<file path="src/rtl/dpll_cdr.sv">
module dpll_cdr #(
  parameter int W    = 24,
  parameter int INTW = 32
) (
  input  logic         clk,
  input  logic         rst_n,
  input  logic         din,
  input  logic [W-1:0] nom_inc,
  input  logic [2:0]   kp_code,
  input  logic [2:0]   ki_code,
  input  logic [2:0]   kg_code,
  input  logic [2:0]   div_code,
  input  logic [1:0]   clamp_code,
  input  logic [1:0]   quiet_code,
  input  logic         free_run,
  input  logic         mid_sample,
  input  logic         man_rst_en,
  input  logic         man_rst,
  output logic         rec_clk,
  output logic         rec_data,
  output logic         locked
);
  localparam int EW = INTW + 8;

  logic s_meta, s_data, s_prev;
  logic [5:0] div_cnt, ratio;
  logic [W-1:0] acc;
  logic signed [W+1:0] corr;
  logic signed [INTW-1:0] integ, integ_nx;
  logic [3:0] qcnt, qlim;
  logic acq, mid_q;

  always_comb begin
    case (div_code)
      3'd0: ratio = 6'd2;
      3'd1: ratio = 6'd4;
      3'd2: ratio = 6'd8;
      3'd3: ratio = 6'd16;
      3'd4: ratio = 6'd20;
      3'd5: ratio = 6'd32;
      3'd6: ratio = 6'd40;
      default: ratio = 6'd48;
    endcase
  end

  wire clr  = man_rst_en & man_rst;
  wire tick = (div_cnt >= ratio - 6'd1);
  wire edge_seen = s_data ^ s_prev;

  wire [W+1:0] inc_w = {2'b00, nom_inc} + $unsigned(corr);
  wire [W:0]   sum   = {1'b0, acc} + {1'b0, inc_w[W-1:0]};
  wire wrap = tick & sum[W];
  wire mid_cross = tick & ~acc[W-1] & sum[W-1] & ~sum[W];

  assign qlim = 4'd1 << quiet_code;
  wire quiet_hit = (quiet_code != 2'd0) & ~acq & (qcnt >= qlim);

  logic signed [EW-1:0] err_x, p_t, i_t, pi_t, g_t, lim_t, raw_t, cl_t;
  always_comb begin
    integ_nx = integ + INTW'($signed(acc));
    err_x = EW'($signed(acc));
    p_t   = err_x >>> kp_code;
    i_t   = EW'(integ_nx) >>> ki_code;
    pi_t  = p_t + i_t;
    g_t   = (kg_code < 3'd3) ? (pi_t >>> (3'd3 - kg_code)) : (pi_t <<< (kg_code - 3'd3));
    lim_t = $signed({{(EW-W){1'b0}}, nom_inc >> (3'd3 + {1'b0, clamp_code})});
    raw_t = -g_t;
    if (raw_t > lim_t)       cl_t = lim_t;
    else if (raw_t < -lim_t) cl_t = -lim_t;
    else                     cl_t = raw_t;
  end

  always_ff @(posedge clk or negedge rst_n) begin
    if (!rst_n) begin
      {s_meta, s_data, s_prev} <= 3'b000;
      div_cnt <= '0; acc <= '0; corr <= '0; integ <= '0;
      qcnt <= '0; acq <= 1'b1; mid_q <= 1'b0; rec_data <= 1'b0; locked <= 1'b0;
    end else if (clr) begin
      {s_meta, s_data, s_prev} <= 3'b000;
      div_cnt <= '0; acc <= '0; corr <= '0; integ <= '0;
      qcnt <= '0; acq <= 1'b1; mid_q <= 1'b0; rec_data <= 1'b0; locked <= 1'b0;
    end else begin
      s_meta <= din;
      s_data <= s_meta;
      s_prev <= s_data;
      div_cnt <= tick ? '0 : div_cnt + 6'd1;
      if (tick) acc <= sum[W-1:0];
      if (mid_cross) mid_q <= s_data;
      if (wrap) begin
        if (qcnt != 4'hf) qcnt <= qcnt + 4'd1;
        rec_data <= mid_sample ? mid_q : s_data;
      end
      if (free_run) begin
        corr <= '0; integ <= '0; acq <= 1'b1; locked <= 1'b0;
      end else if (edge_seen) begin
        qcnt <= '0;
        if (acq) begin
          acc <= '0; corr <= '0; integ <= '0; acq <= 1'b0; locked <= 1'b1;
        end else begin
          integ <= integ_nx;
          corr  <= $signed(cl_t[W+1:0]);
        end
      end else if (quiet_hit) begin
        corr <= '0; integ <= '0; acq <= 1'b1; locked <= 1'b0;
      end
    end
  end

  assign rec_clk = ~acc[W-1];


  tick_gap_chk: assert property (@(posedge clk) disable iff (!rst_n) tick |=> !tick);

  free_run_unlock_chk: assert property (@(posedge clk) disable iff (!rst_n) free_run |=> !locked);

  man_clear_chk: assert property (@(posedge clk) disable iff (!rst_n) clr |=> (!locked && !rec_data));

  data_on_wrap_chk: assert property (@(posedge clk) disable iff (!rst_n)
    !$stable(rec_data) |-> ($past(wrap) || $past(clr)));

  lock_after_edge_chk: assert property (@(posedge clk) disable iff (!rst_n)
    $rose(locked) |-> $past(edge_seen));
endmodule

</file>
<file path="config.mk">
export PLATFORM = sky130hd
export DESIGN_NAME = dpll_cdr
export DESIGN_NICKNAME = d
export VERILOG_FILES = /design/src/rtl/dpll_cdr.sv
export SDC_FILE = /design/constraint.sdc
export NUM_CORES = 1
export LEC_CHECK = 0
export ABC_AREA = 0
export CORE_MARGIN = 4
export CORE_UTILIZATION = 40
export DETAILED_ROUTE_END_ITERATION = 10
export PLACE_DENSITY = 0.63
export SLEW_MARGIN = 0
export SYNTH_ARGS = -nofsm -noshare
export SYNTH_HDL_FRONTEND = slang
export SYNTH_SLANG_ARGS = --single-unit
</file>
<file path="constraint.sdc">
create_clock -name clk -period 34.3 [get_ports clk]
set_clock_uncertainty 0.05 [all_clocks]
set_input_delay 10.29 -clock clk [delete_from_list [all_inputs] [get_ports clk]]
set_output_delay 10.29 -clock clk [all_outputs]
set_load 0.05 [all_outputs]
</file>
# Yosys cells after proc, flatten, opt, wreduce, memory -nomap -nowiden

Cells that the tools add are included.
W data, S select, Z words.

Register bits after elaboration: 97
Latch bits: 0
Memory bits (writable): 0
Memory bits (read-only): 0
Input bits: 47
Output and inout bits: 3
Memories kept: 0

$add $sub $neg: 12
Multiply operators: 0
Div/mod/pow operators: 0
Magnitude comparators: 5
Equal/unequal tests: 8
Shift-type cells: 6
Mux-type cells: 43
Bitwise gates (word level): 11
Reductions and logical operators: 6

Operators by type and width:

| cell                  | count |
|---|---|
| $mux W24              | 12 |
| $mux W32              | 5 |
| $pmux W6 S7           | 1 |
| $add A40 B40 Y40      | 1 |
| $gt A40 B25 Y1        | 1 |
| $lt A40 B40 Y1        | 1 |
| $mux W40              | 1 |
| $neg A24 Y40          | 1 |
| $neg A40 Y40          | 1 |
| $sshl A40 B3 Y40      | 1 |
| $sshr A24 B3 Y40      | 1 |
| $sshr A32 B3 Y40      | 1 |
| $sshr A40 B3 Y40      | 1 |
| $add A32 B24 Y32      | 1 |
| $add A24 B24 Y25      | 1 |
| $add A24 B24 Y24      | 1 |
| $shr A24 B3 Y24       | 1 |
| $mux W4               | 5 |
| $mux W1               | 17 |
| $mux W6               | 2 |
| $eq A3 B3 Y1 const B  | 3 |
| $ne A4 B4 Y1 const B  | 2 |
| $and A1 B1 Y1         | 7 |
| $add A6 B1 Y6 const B | 1 |
| other kinds (17)      | 22 |

# Depth between registers and ports, before layout

Gate-level depths: netlist of run 1.

Depth after elaboration: 13
Mapped depth: 53

# Least setup slack after synthesis of run 1

OpenSTA, ideal clock, no wires.

Path kind: input port to flip-flop
From: in ki_code[0]
To: reg corr[1]
Arrival time: 19.142 ns
Data required time: 34.129 ns
Setup slack: 14.987 ns
Stages on the path: 41
Path through: inv_1 clkbuf_1 buf_1 mux2i_1 nand2_1 o21ai_0 a21oi_1 ha_1 inv_1 fa_1 nand2b_1 a21o_1 xnor2_1 a221oi_1 ha_1 inv_1 or4_1 or4_1 [... 5 more ...] ha_1 a21o_1 a21o_1 a21o_1 a21o_1 a211oi_1 o21bai_1 a21o_1 a221oi_1 o31ai_1 a221oi_1 and3_1 o21ai_0 a31oi_1 clkbuf_1 mux2i_1 mux2i_1 a22o_1

Cells in the longest elaborated chain, start to end: 12
Elaborated cells on any way between the ends: 14
Classes of those cells: 2 x add/sub; 2 x order compare; 3 x shift; 7 x mux

Ends and longest elaborated chain:

| element                                                     | line | source |
|---|---|---|
| start: declaration                                          | 10   | `input logic [2:0] ki_code,` |
| $sshr A32 B3 Y40 *                                          | 63   | `i_t = EW'(integ_nx) >>> ki_code;` |
| $add A40 B40 Y40 *                                          | 64   | `pi_t = p_t + i_t;` |
| $sshl A40 B3 Y40 / $sshr A40 B3 Y40 (equally long branches) | 65   | `g_t = (kg_code < 3'd3) ? (pi_t >>> (3'd3 - kg_code)) : (pi_t <<< (kg_code - 3'd3));` |
| $mux W40 *                                                  | 65   |  |
| $neg A40 Y40 *                                              | 67   | `raw_t = -g_t;` |
| $lt A40 B40 Y1                                              | 69   | `else if (raw_t < -lim_t) cl_t = -lim_t;` |
| $mux W24                                                    | 69   |  |
| $mux W24 *                                                  | 68   | `if (raw_t > lim_t) cl_t = lim_t;` |
| $mux W24 *                                                  | 97   | `if (acq) begin` |
| $mux W24 *                                                  | 95   | `end else if (edge_seen) begin` |
| $mux W24 *                                                  | 93   | `if (free_run) begin` |
| $mux W24 *                                                  | 78   | `end else if (clr) begin` |
| end signal: assignment                                      | 101  | `corr <= $signed(cl_t[W+1:0]);` |
| end: declaration                                            | 28   | `logic signed [W+1:0] corr;` |

Every way passes the cells marked *; elsewhere a longest branch is shown, timed or not.
A chain may end at the register's enable or synchronous reset.

# Final worst setup path of run 1

From: in kp_code[1]
To: reg corr[11]

Cells in the longest elaborated chain, start to end: 12
Elaborated cells on any way between the ends: 14
Classes of those cells: 2 x add/sub; 2 x order compare; 3 x shift; 7 x mux

Ends and longest elaborated chain:

| element                                                     | line | source |
|---|---|---|
| start: declaration                                          | 9    | `input logic [2:0] kp_code,` |
| $sshr A24 B3 Y40 *                                          | 62   | `p_t = err_x >>> kp_code;` |
| $add A40 B40 Y40 *                                          | 64   |  |
| $sshl A40 B3 Y40 / $sshr A40 B3 Y40 (equally long branches) | 65   |  |
| $mux W40 *                                                  | 65   |  |
| $neg A40 Y40 *                                              | 67   |  |
| $lt A40 B40 Y1                                              | 69   |  |
| $mux W24                                                    | 69   |  |
| $mux W24 *                                                  | 68   |  |
| $mux W24 *                                                  | 97   |  |
| $mux W24 *                                                  | 95   |  |
| $mux W24 *                                                  | 93   |  |
| $mux W24 *                                                  | 78   |  |

Marks and branches as above.

==> results of run 1 <==
-- cell families (layout without fill, tap and decap cells) --
group	count (synthesis)	in the layout	synth area share, %
xor+xnor	130	130	6.01
flops	97	97	12.7
mux	135	135	8.29
fa+ha+maj	187	187	12.4
buf+inv	256	213	5.21
simple gates	918	918	23.4
compound gates	881	881	31.9
-- routing by layer --
metal	GRT usage, %	vias up
met2	44.4	845
met5	0	-
met1	38.3	9993
met4	6.54	0
met3	3.29	92
li1	-	9730
-- final cells by class --
cell class / count / area, um^2
fillers: 4822 / 26500
multi-input cells: 2251 / 15700
inverters: 115 / 432
flip-flops and latches: 97 / 2430
well taps: 607 / 759
repair buffers: 83 / 738
clock buffers: 10 / 229
clock inverters: 5 / 62.6
-- power groups by stage --
stage	Sequential (uW)	Combinational, uW	Clock [uW]
5_1_grt	144	831	113
2_1_floorplan	137	543	0
4_1_cts	144	744	110
6_report	144	759	108
3_3_place_gp	146	728	0
3_5_place_dp	146	739	0
-- worst paths after layout --
| check | start | to | slack (ns) |
|---|---|---|---|
| max reg2reg | acc[1]$_DFF_PN0_ | corr[11]$_DFFE_PN0P_ | 20.72 |
| min | s_meta$_DFF_PN0_ | s_data$_DFF_PN0_ | 0.42 |
| max | kp_code[1] | corr[11]$_DFFE_PN0P_ | 12.74 |
| max in group asynchronous | rst_n | corr[18]$_DFFE_PN0P_ | 23.10 |
| min in group asynchronous | rst_n | integ[26]$_DFFE_PN0P_ | 9.79 |
| min reg2reg | s_meta$_DFF_PN0_ | s_data$_DFF_PN0_ | 0.42 |
-- per-stage QoR --
stage	setup slack (ns)	cells	hold WS (ns)	total power, uW	area, um^2
3_3_place_gp	12.75	3153	0.403	874	20000
6_report	12.74	3168	0.420	1010	20300
2_1_floorplan	14.99	2604	0.378	680	19100
4_1_cts	13.11	3168	0.423	997	20300
5_1_grt	11.92	3168	0.450	1090	20300
3_5_place_dp	12.71	3153	0.404	885	20000
-- cell usage in the layout, fill, tap and decap left out, types with 20 or more instances in the layout --
master,Yosys,layout
a211oi_1,40,40
a21o_1,61,61
a21oi_1,194,192
a221oi_1,22,22
a22o_1,31,31
a31oi_1,30,30
and2_1,24,24
and3_1,26,26
buf_4,2,35
clkdlybuf4s50_1,0,47
dfrtp_1,96,96
ha_1,183,183
inv_1,112,112
mux2_2,42,42
mux2i_1,79,79
nand2_1,241,241
nand2b_1,30,30
nand3_1,56,56
nand4_1,30,30
nor2_1,274,274
nor2b_1,20,20
nor3_1,91,90
nor4_1,23,22
o211ai_1,44,44
o21a_1,23,23
o21ai_0,150,150
o21bai_1,32,32
o22ai_1,26,26
o31ai_1,25,25
or2_2,21,21
or3_1,22,22
xnor2_1,90,90
xor2_1,39,39
-- flip-flops by register name, indices dropped and copies added (netlist names) --
name,cells
qcnt,4
acc,24
integ,32
locked,1
corr,24
div_cnt,6
rec_data,1
mid_q,1
s_data,1
s_meta,1
s_prev,1
acq,1
==> flow_summary.yaml, run 1 <==
sta:
  hold_violations: 0
  fin_crit_sh_pct: 62.9
  drv_slew: 0
  grt_setup_unrepaired: "false"
  finalSetupTns_ns: 0
  setup_viol: 0
  period_needed_ns: 21.56
  timing.fmax_mhz: 46.4
  tightestPinTransition_ns: 1.26
  slew_headroom_pct: 15.1
worst_setup_path:
  path_delay_family: "compound AO/OA/AOI/OAI gates"
  endpoint_kind: "flip-flop"
  crit_path_max_incr_delay_ns: 1.24
  crit_buf_inv: 1
  path_class: "in -> reg"
  cp-start-kind: "input port"
  cp_max_fo: 27
  rr_worst_depth: 43
  worst_ep_arrival_time_ns: 21.84
  crit_cells: 28
  cp_slowest_cell: "clkdlybuf4s50_1"
  critPathRequiredTime_ns: 34.58
clocking:
  post_cts_buffers: 0
  cts_resized: 0
  cts_tree: "built"
  cts.clk_slew.worst_paths_ns: 0.09
  cts_htree_levels: 3
  root_buffer: "clkbuf_16"
  cts_buffers: 9
  cts.sinks: 97
  clkLatencyLatePin_ns: 0.39
  clock_path_buffers: 2
  hold_buffers: 0
status:
  status: "complete, no violations"
yosys:
  synth_cell_types: 106
  yosysTopAreaCell: "dfrtp_1"
  synthCells: 2604
  async_reset_ff_share_pct: 100
  synthTopCellsByCount: "nor2_1, nand2_1, a21oi_1"
  synth_edf_count: 0
  ys_seq_area_share_pct: 12.7
  synth_nets: 2838
  ys.warnings.count: 0
  synth-main-ff-cell: "dfrtp_1"
  synth_top_cell_area_share_pct: 12.6
  ys_ff_latch: 97
  yosysMostFrequentCell: "nor2_1"
  yosys-top-cells-area: "dfrtp_1, ha_1, nor2_1"
  syn_avg_cell_area_um2: 7.32
  syn-cell-area_um2: 19100
routing:
  dr.pass1.iters: 6
  vias: 20660
  detail_route.wirelength_um: 71600
  wl_met3_um: 5220
  m1WireLength_um: 32100
  drc: 0
  wl_met2_um: 32800
  drt_iter0_drc: 2301
  highest_layer: "met4"
  detail-route-antenna-nets: 0
  viasPerCell: 6.52
  avgRoutedWirePerCell_um: 22.6
power_and_ir_drop:
  p_clk_share_pct: 10.7
  ir_worst_vdd_v: 0.0000301
  power.internal_uw: 453
  comb_power_share_pct: 75.1
  power.switching_uw: 558
  swShare_pct: 55.2
  sequentialPowerShare_pct: 14.2
  p_leak_uw: 0.00909
  p_per_area_nw_per_um2: 49.8
grt:
  gr-total-overflow: 0
  grt_use_total_pct: 27.1
  grt_pass1_vias: 19224
  grt_max_degree: 70
  grt_pass1_wl_um: 111000
  antenna_found_initial: 0
min_path:
  hp-class: "reg -> reg"
  hold_path_depth: 1
place:
  portBuffers: 49
  dp_hpwl_um: 56100
  gp_congestion: 0.953
final_layout:
  drive_above_1_share_pct: 6.72
  final_util_pct: 43.4
  syn_to_final_growth_pct: 6.59
  fin_nets: 2791
  antenna_cells: 0
floorplanning:
  core_area_um2: 46900
  die_y_um: 226
  die_x_um: 226
  dieArea_um2: 51200
  initial_core_util_pct: 40.7
  num_rows: 79
  io_pins: 50
job:
  cap_violations: 0
No activity file was read; power rests on OpenSTA's default activity.
==> run 2, diff against run 1 <==
clock period = 21.5 ns   (was 34.3 ns; I/O delays follow)
==> run 2 against run 1 <==
Routed wire length grew 0.46%. Combinational power grew 61%. Sequential share of layout area is essentially flat. Non-clock buffer count grew 1. Worst hold slack gained 0.0031 ns. Critical path depth grew 6. Via count shrank 0.20%. Highest routed layer unchanged.
==> flow_summary.yaml, run 2 (same netlist as run 1, synthesis figures left out) <==
status:
  status: "complete, no violations"
sta:
  drv_slew: 0
  setup_viol: 0
  fin_crit_sh_pct: 82.0
  grt_setup_unrepaired: "false"
  hold_violations: 0
  finalSetupTns_ns: 0
  slew_headroom_pct: 16.3
  period_needed_ns: 17.64
  timing.fmax_mhz: 56.7
  tightestPinTransition_ns: 1.25
worst_setup_path:
  critPathRequiredTime_ns: 21.78
  cp-start-kind: "input port"
  cp_slowest_cell: "clkdlybuf4s50_1"
  cp_max_fo: 27
  worst_ep_arrival_time_ns: 17.92
  endpoint_kind: "flip-flop"
  rr_worst_depth: 44
  reg2reg_to: "corr[11]$_DFFE_PN0P_"
  cp_common_cell: "a21o_1"
  r2r_slack_ns: 7.74
  r2r_start: "acc[0]$_DFF_PN0_"
  crit_path_max_incr_delay_ns: 1.25
  path_class: "in -> reg"
routing:
  drc: 0
  vias: 20618
  dr.pass1.iters: 6
  avgRoutedWirePerCell_um: 22.7
  drt_iter0_drc: 2333
  detail-route-antenna-nets: 0
  viasPerCell: 6.51
  detail_route.wirelength_um: 72000
final_layout:
  drive_above_1_share_pct: 6.79
  final_cells: 3169
  regMostFlops: "integ"
  largest_registers: "integ x32, acc x24, corr x24"
  multi_input_area_um2: 15700
  largest_reg_flops: 32
  antenna_cells: 0
  nFillCells: 4801
  final_cell_mix: "nor2_1, nand2_1, a21oi_1"
  seqCellArea_um2: 2430
  fin_nets: 2792
  layout_commonest_cell: "nor2_1"
  syn_to_final_growth_pct: 6.93
grt:
  grt_pass1_wl_um: 112000
  grt_pass1_vias: 19414
  grt_max_degree: 70
  antenna_found_initial: 0
  gr-total-overflow: 0
  grt_use_total_pct: 27.3
floorplanning:
  dieArea_um2: 51200
  initial_core_util_pct: 40.7
  die_x_um: 226
  die_y_um: 226
  core_area_um2: 46900
  io_pins: 50
  num_rows: 79
job:
  cap_violations: 0
place:
  gp_congestion: 0.967
  dp_hpwl_um: 56000
  portBuffers: 49
  dp_cells: 3154
power_and_ir_drop:
  p_per_area_nw_per_um2: 80.6
  p_leak_uw: 0.00913
  ir_worst_vdd_v: 0.0000430
clocking:
  cts.sinks: 97
  cts.clk_slew.worst_paths_ns: 0.09
  cts_resized: 0
  clkLatencyLatePin_ns: 0.39
  hold_buffers: 0
  cts_buffers: 9
  clock_path_buffers: 2
  post_cts_buffers: 0
  cts_tree: "built"
  cts_htree_levels: 3
  root_buffer: "clkbuf_16"
min_path:
  min_to: "s_data$_DFF_PN0_"
  hp-start: "s_meta$_DFF_PN0_"
  hp-class: "reg -> reg"
  hold_path_depth: 1
==> run 2: cell count changes in the layout (fill, tap and decap cells not counted), sizes merged <==
cell / delta
bufinv: +2
buf: +1
clkinvlp: -2
==> run 2: cell type report <==
cell class | instances | share of cell area, %
Inverter | 115 | 2.12
Clock buffer | 10 | 1.17
Clock inverter | 5 | 0.540
Sequential cell | 97 | 11.9
Multi-Input combinational cell | 2251 | 76.9
Tap cell | 607 | 3.73
Timing Repair Buffer | 84 | 3.66
==> run 2: stage by stage <==
| step | setup slack (ns) | instance area, um^2 | hold WS (ns) | utilization, % | total power (uW) |
|---|---|---|---|---|---|
| 4_1_cts | 4.03 | 20400 | 0.425 | 43.5 | 1620 |
| 3_3_place_gp | 3.75 | 20000 | 0.407 | 42.7 | 1400 |
| 5_1_grt | 3.07 | 20400 | 0.457 | 43.5 | 1770 |
| 3_5_place_dp | 3.62 | 20000 | 0.403 | 42.7 | 1420 |
| 6_report | 3.86 | 20400 | 0.423 | 43.5 | 1640 |
| 2_1_floorplan | 6.03 | 19100 | 0.378 | - | 1090 |
==> run 2: worst max-delay path by stage <==
stage	startpoint	depth (start not counted)	endpoint	slack, ns
3_3_place_gp	ki_code[0]	37	corr[5]$_DFFE_PN0P_	3.75
4_1_cts	kp_code[1]	34	corr[5]$_DFFE_PN0P_	4.03
6_report	kp_code[1]	34	corr[5]$_DFFE_PN0P_	3.86
5_1_grt	ki_code[0]	37	corr[5]$_DFFE_PN0P_	3.07
2_1_floorplan	ki_code[0]	41	corr[1]$_DFFE_PN0P_	6.03
3_5_place_dp	kp_code[1]	34	corr[5]$_DFFE_PN0P_	3.62
==> run 2: critical path, delay by kind of cell <==
kind                     cells  cell delay [ns]
AO/OA/AOI/OAI               20             4.96
adder cells (fa/ha/maj)      2             0.99
XOR/XNOR                     2             0.91
buffers and inverters        2             1.48
multiplexers                 2             0.95
AND/OR/NAND/NOR              6             2.13
==> run 2: power by group <==
group          internal, uW  switching [uW]  leakage (uW)  total (uW)
clock network           118            78.8      0.000171         196
registers               199            30.8       0.00134         230
logic                   435             781       0.00762        1220
==> run 2: per-layer routing <==
| metal | GRT usage (%) | up-vias | wire [um] |
|---|---|---|---|
| met2 | 43.5 | 824 | 32100 |
| met5 | 0 | - | 0 |
| met4 | 8.01 | 0 | 2100 |
| met3 | 3.94 | 140 | 5090 |
| met1 | 38.5 | 9929 | 32600 |
| li1 | - | 9725 | - |
==> run 3, diff against run 2 <==
clock period = 17.2 ns   (was 21.5 ns; I/O delays follow)
==> run 3 against run 2 <==
Combinational power increased by 24%. Critical path depth is 6 lower. First-iteration DRC count is 0.39% higher. Critical endpoint is now corr[14]$_DFFE_PN0P_. Count of clock-buffer cells in the layout decreased by 1. Register-to-register slack got worse by 4.2 ns. Cell count increased by 0.13%. Design area about the same. Die area unchanged. Power is 24% higher. Core utilization is essentially flat. Non-clock buffer count is 2 higher. Sequential share of layout area about the same.
==> flow_summary.yaml, run 3 (same netlist as run 1, synthesis figures left out) <==
sta:
  hold_ws_ns: 0.415
  fin_crit_sh_pct: 93.8
  timing.fmax_mhz: 62.0
  period_needed_ns: 16.13
  hold_violations: 0
  slew_headroom_pct: 9.05
  finalSetupTns_ns: 0
  setup_ws_ns: 1.07
  tightestPinTransition_ns: 1.35
  setup_viol: 0
  drv_slew: 0
  grt_setup_unrepaired: "false"
final_layout:
  final_util_pct: 43.5
  fin_nets: 2794
  layout_commonest_cell: "nor2_1"
  drive_above_1_share_pct: 6.90
  final_cell_mix: "nor2_1, nand2_1, a21oi_1"
  syn_to_final_growth_pct: 6.87
  largest_registers: "integ x32, acc x24, corr x24"
  largest_reg_flops: 32
  nFillCells: 4855
  regMostFlops: "integ"
clocking:
  cts_resized: 0
  clock_path_buffers: 2
  post_cts_buffers: 0
  hold_buffers: 0
  cts_buffers: 9
  cts_htree_levels: 3
  root_buffer: "clkbuf_16"
  clkLatencyLatePin_ns: 0.39
  cts.clk_slew.worst_paths_ns: 0.08
  cts.sinks: 97
  cts_tree: "built"
power_and_ir_drop:
  sequentialPowerShare_pct: 14.3
  comb_power_share_pct: 74.3
  total_power_uw: 2030
  p_leak_uw: 0.00913
  swShare_pct: 55.2
  p_clk_share_pct: 11.4
  power.internal_uw: 911
  p_per_area_nw_per_um2: 99.8
  ir_worst_vdd_v: 0.0000675
  power.switching_uw: 1120
place:
  place_ws_ns: 1.02
  dp_hpwl_um: 55600
  gp_congestion: 1.00
  portBuffers: 49
grt:
  gr-total-overflow: 0
  grt_max_degree: 71
  grt_use_total_pct: 27.3
  grt_pass1_vias: 19362
  antenna_found_initial: 1
  grt_pass1_wl_um: 112000
floorplanning:
  dieArea_um2: 51200
  io_pins: 50
  die_y_um: 226
  die_x_um: 226
  num_rows: 79
  core_area_um2: 46900
  initial_core_util_pct: 40.7
routing:
  drc: 0
  dr.pass1.iters: 6
  detail-route-antenna-nets: 0
  vias: 20616
  drt_iter0_drc: 2342
  avgRoutedWirePerCell_um: 22.5
  detail_route.wirelength_um: 71500
  viasPerCell: 6.50
worst_setup_path:
  critPathRequiredTime_ns: 17.48
  path_class: "in -> reg"
  endpoint_kind: "flip-flop"
  crit_path_max_incr_delay_ns: 1.13
  path_delay_family: "compound AO/OA/AOI/OAI gates"
  crit_buf_inv: 2
  cp-start-kind: "input port"
  cp_slowest_cell: "o31ai_1"
  worst_ep_arrival_time_ns: 16.41
  cp_max_fo: 27
min_path:
  hp-class: "reg -> reg"
job:
  cap_violations: 0
status:
  status: "complete, no violations"
## run 3: changes by cell type in the layout (fill, tap and decap cells not counted)
cell / delta
inv_6: -1
bufinv_16: -2
diode_2: +1
clkbuf_8: -1
clkinv_4: +1
clkinv_8: +1
inv_8: +2
clkinvlp_4: +1
buf_4: +2
## run 3: final timing paths
path	start	end	slack (ns)	depth (start not counted)
max in group asynchronous	rst_n	corr[2]$_DFFE_PN0P_	11.12	2
min	s_meta$_DFF_PN0_	s_data$_DFF_PN0_	0.42	1
max reg2reg	acc[1]$_DFF_PN0_	corr[14]$_DFFE_PN0P_	3.50	43
min reg2reg	s_meta$_DFF_PN0_	s_data$_DFF_PN0_	0.42	1
max	kp_code[2]	corr[14]$_DFFE_PN0P_	1.07	28
min in group asynchronous	rst_n	integ[23]$_DFFE_PN0P_	4.68	1
## run 3: per-layer routing
| layer | track usage [%] | vias up | routed length [um] |
|---|---|---|---|
| met2 | 43.2 | 825 | 31700 |
| met4 | 8.35 | 2 | 2100 |
| li1 | - | 9741 | - |
| met3 | 3.26 | 136 | 5140 |
| met1 | 39.1 | 9912 | 32500 |
| met5 | 0 | - | 13 |
## run 3: power groups by stage
stage,Sequential [uW],Combinational [uW],Clock [uW]
6_report,290,1510,232
3_3_place_gp,294,1450,0
3_5_place_dp,294,1470,0
2_1_floorplan,274,1080,0
5_1_grt,292,1660,244
4_1_cts,290,1480,236
## run 3: worst reg2reg max path, delay by kind of cell (launching register included)
family          cells  cell delay, ns
mux                 1            0.31
flops               1            0.43
xor+xnor            2            0.35
fa+ha+maj           3            1.57
simple gates       12            3.18
compound gates     25            7.74
## run 3: per-stage QoR
stage          instances  instance area (um^2)
6_report            3173                 20400
5_1_grt             3172                 20400
4_1_cts             3172                 20400
3_5_place_dp        3156                 20000
3_3_place_gp        3156                 20000
2_1_floorplan       2604                 19100
## run 3: layout make-up
| cell class | count | area (um^2) | area share (%) |
|---|---|---|---|
| timing repair buffer | 86 | 761 | 3.74 |
| sequential | 97 | 2430 | 11.9 |
| tap | 607 | 759 | 3.73 |
| clock buffer | 9 | 225 | 1.11 |
| inverter | 115 | 432 | 2.12 |
| clock inverter | 7 | 96.3 | 0.473 |
| antenna | 1 | 2.50 | 0.0123 |
| multi-input combinational | 2251 | 15700 | 76.9 |
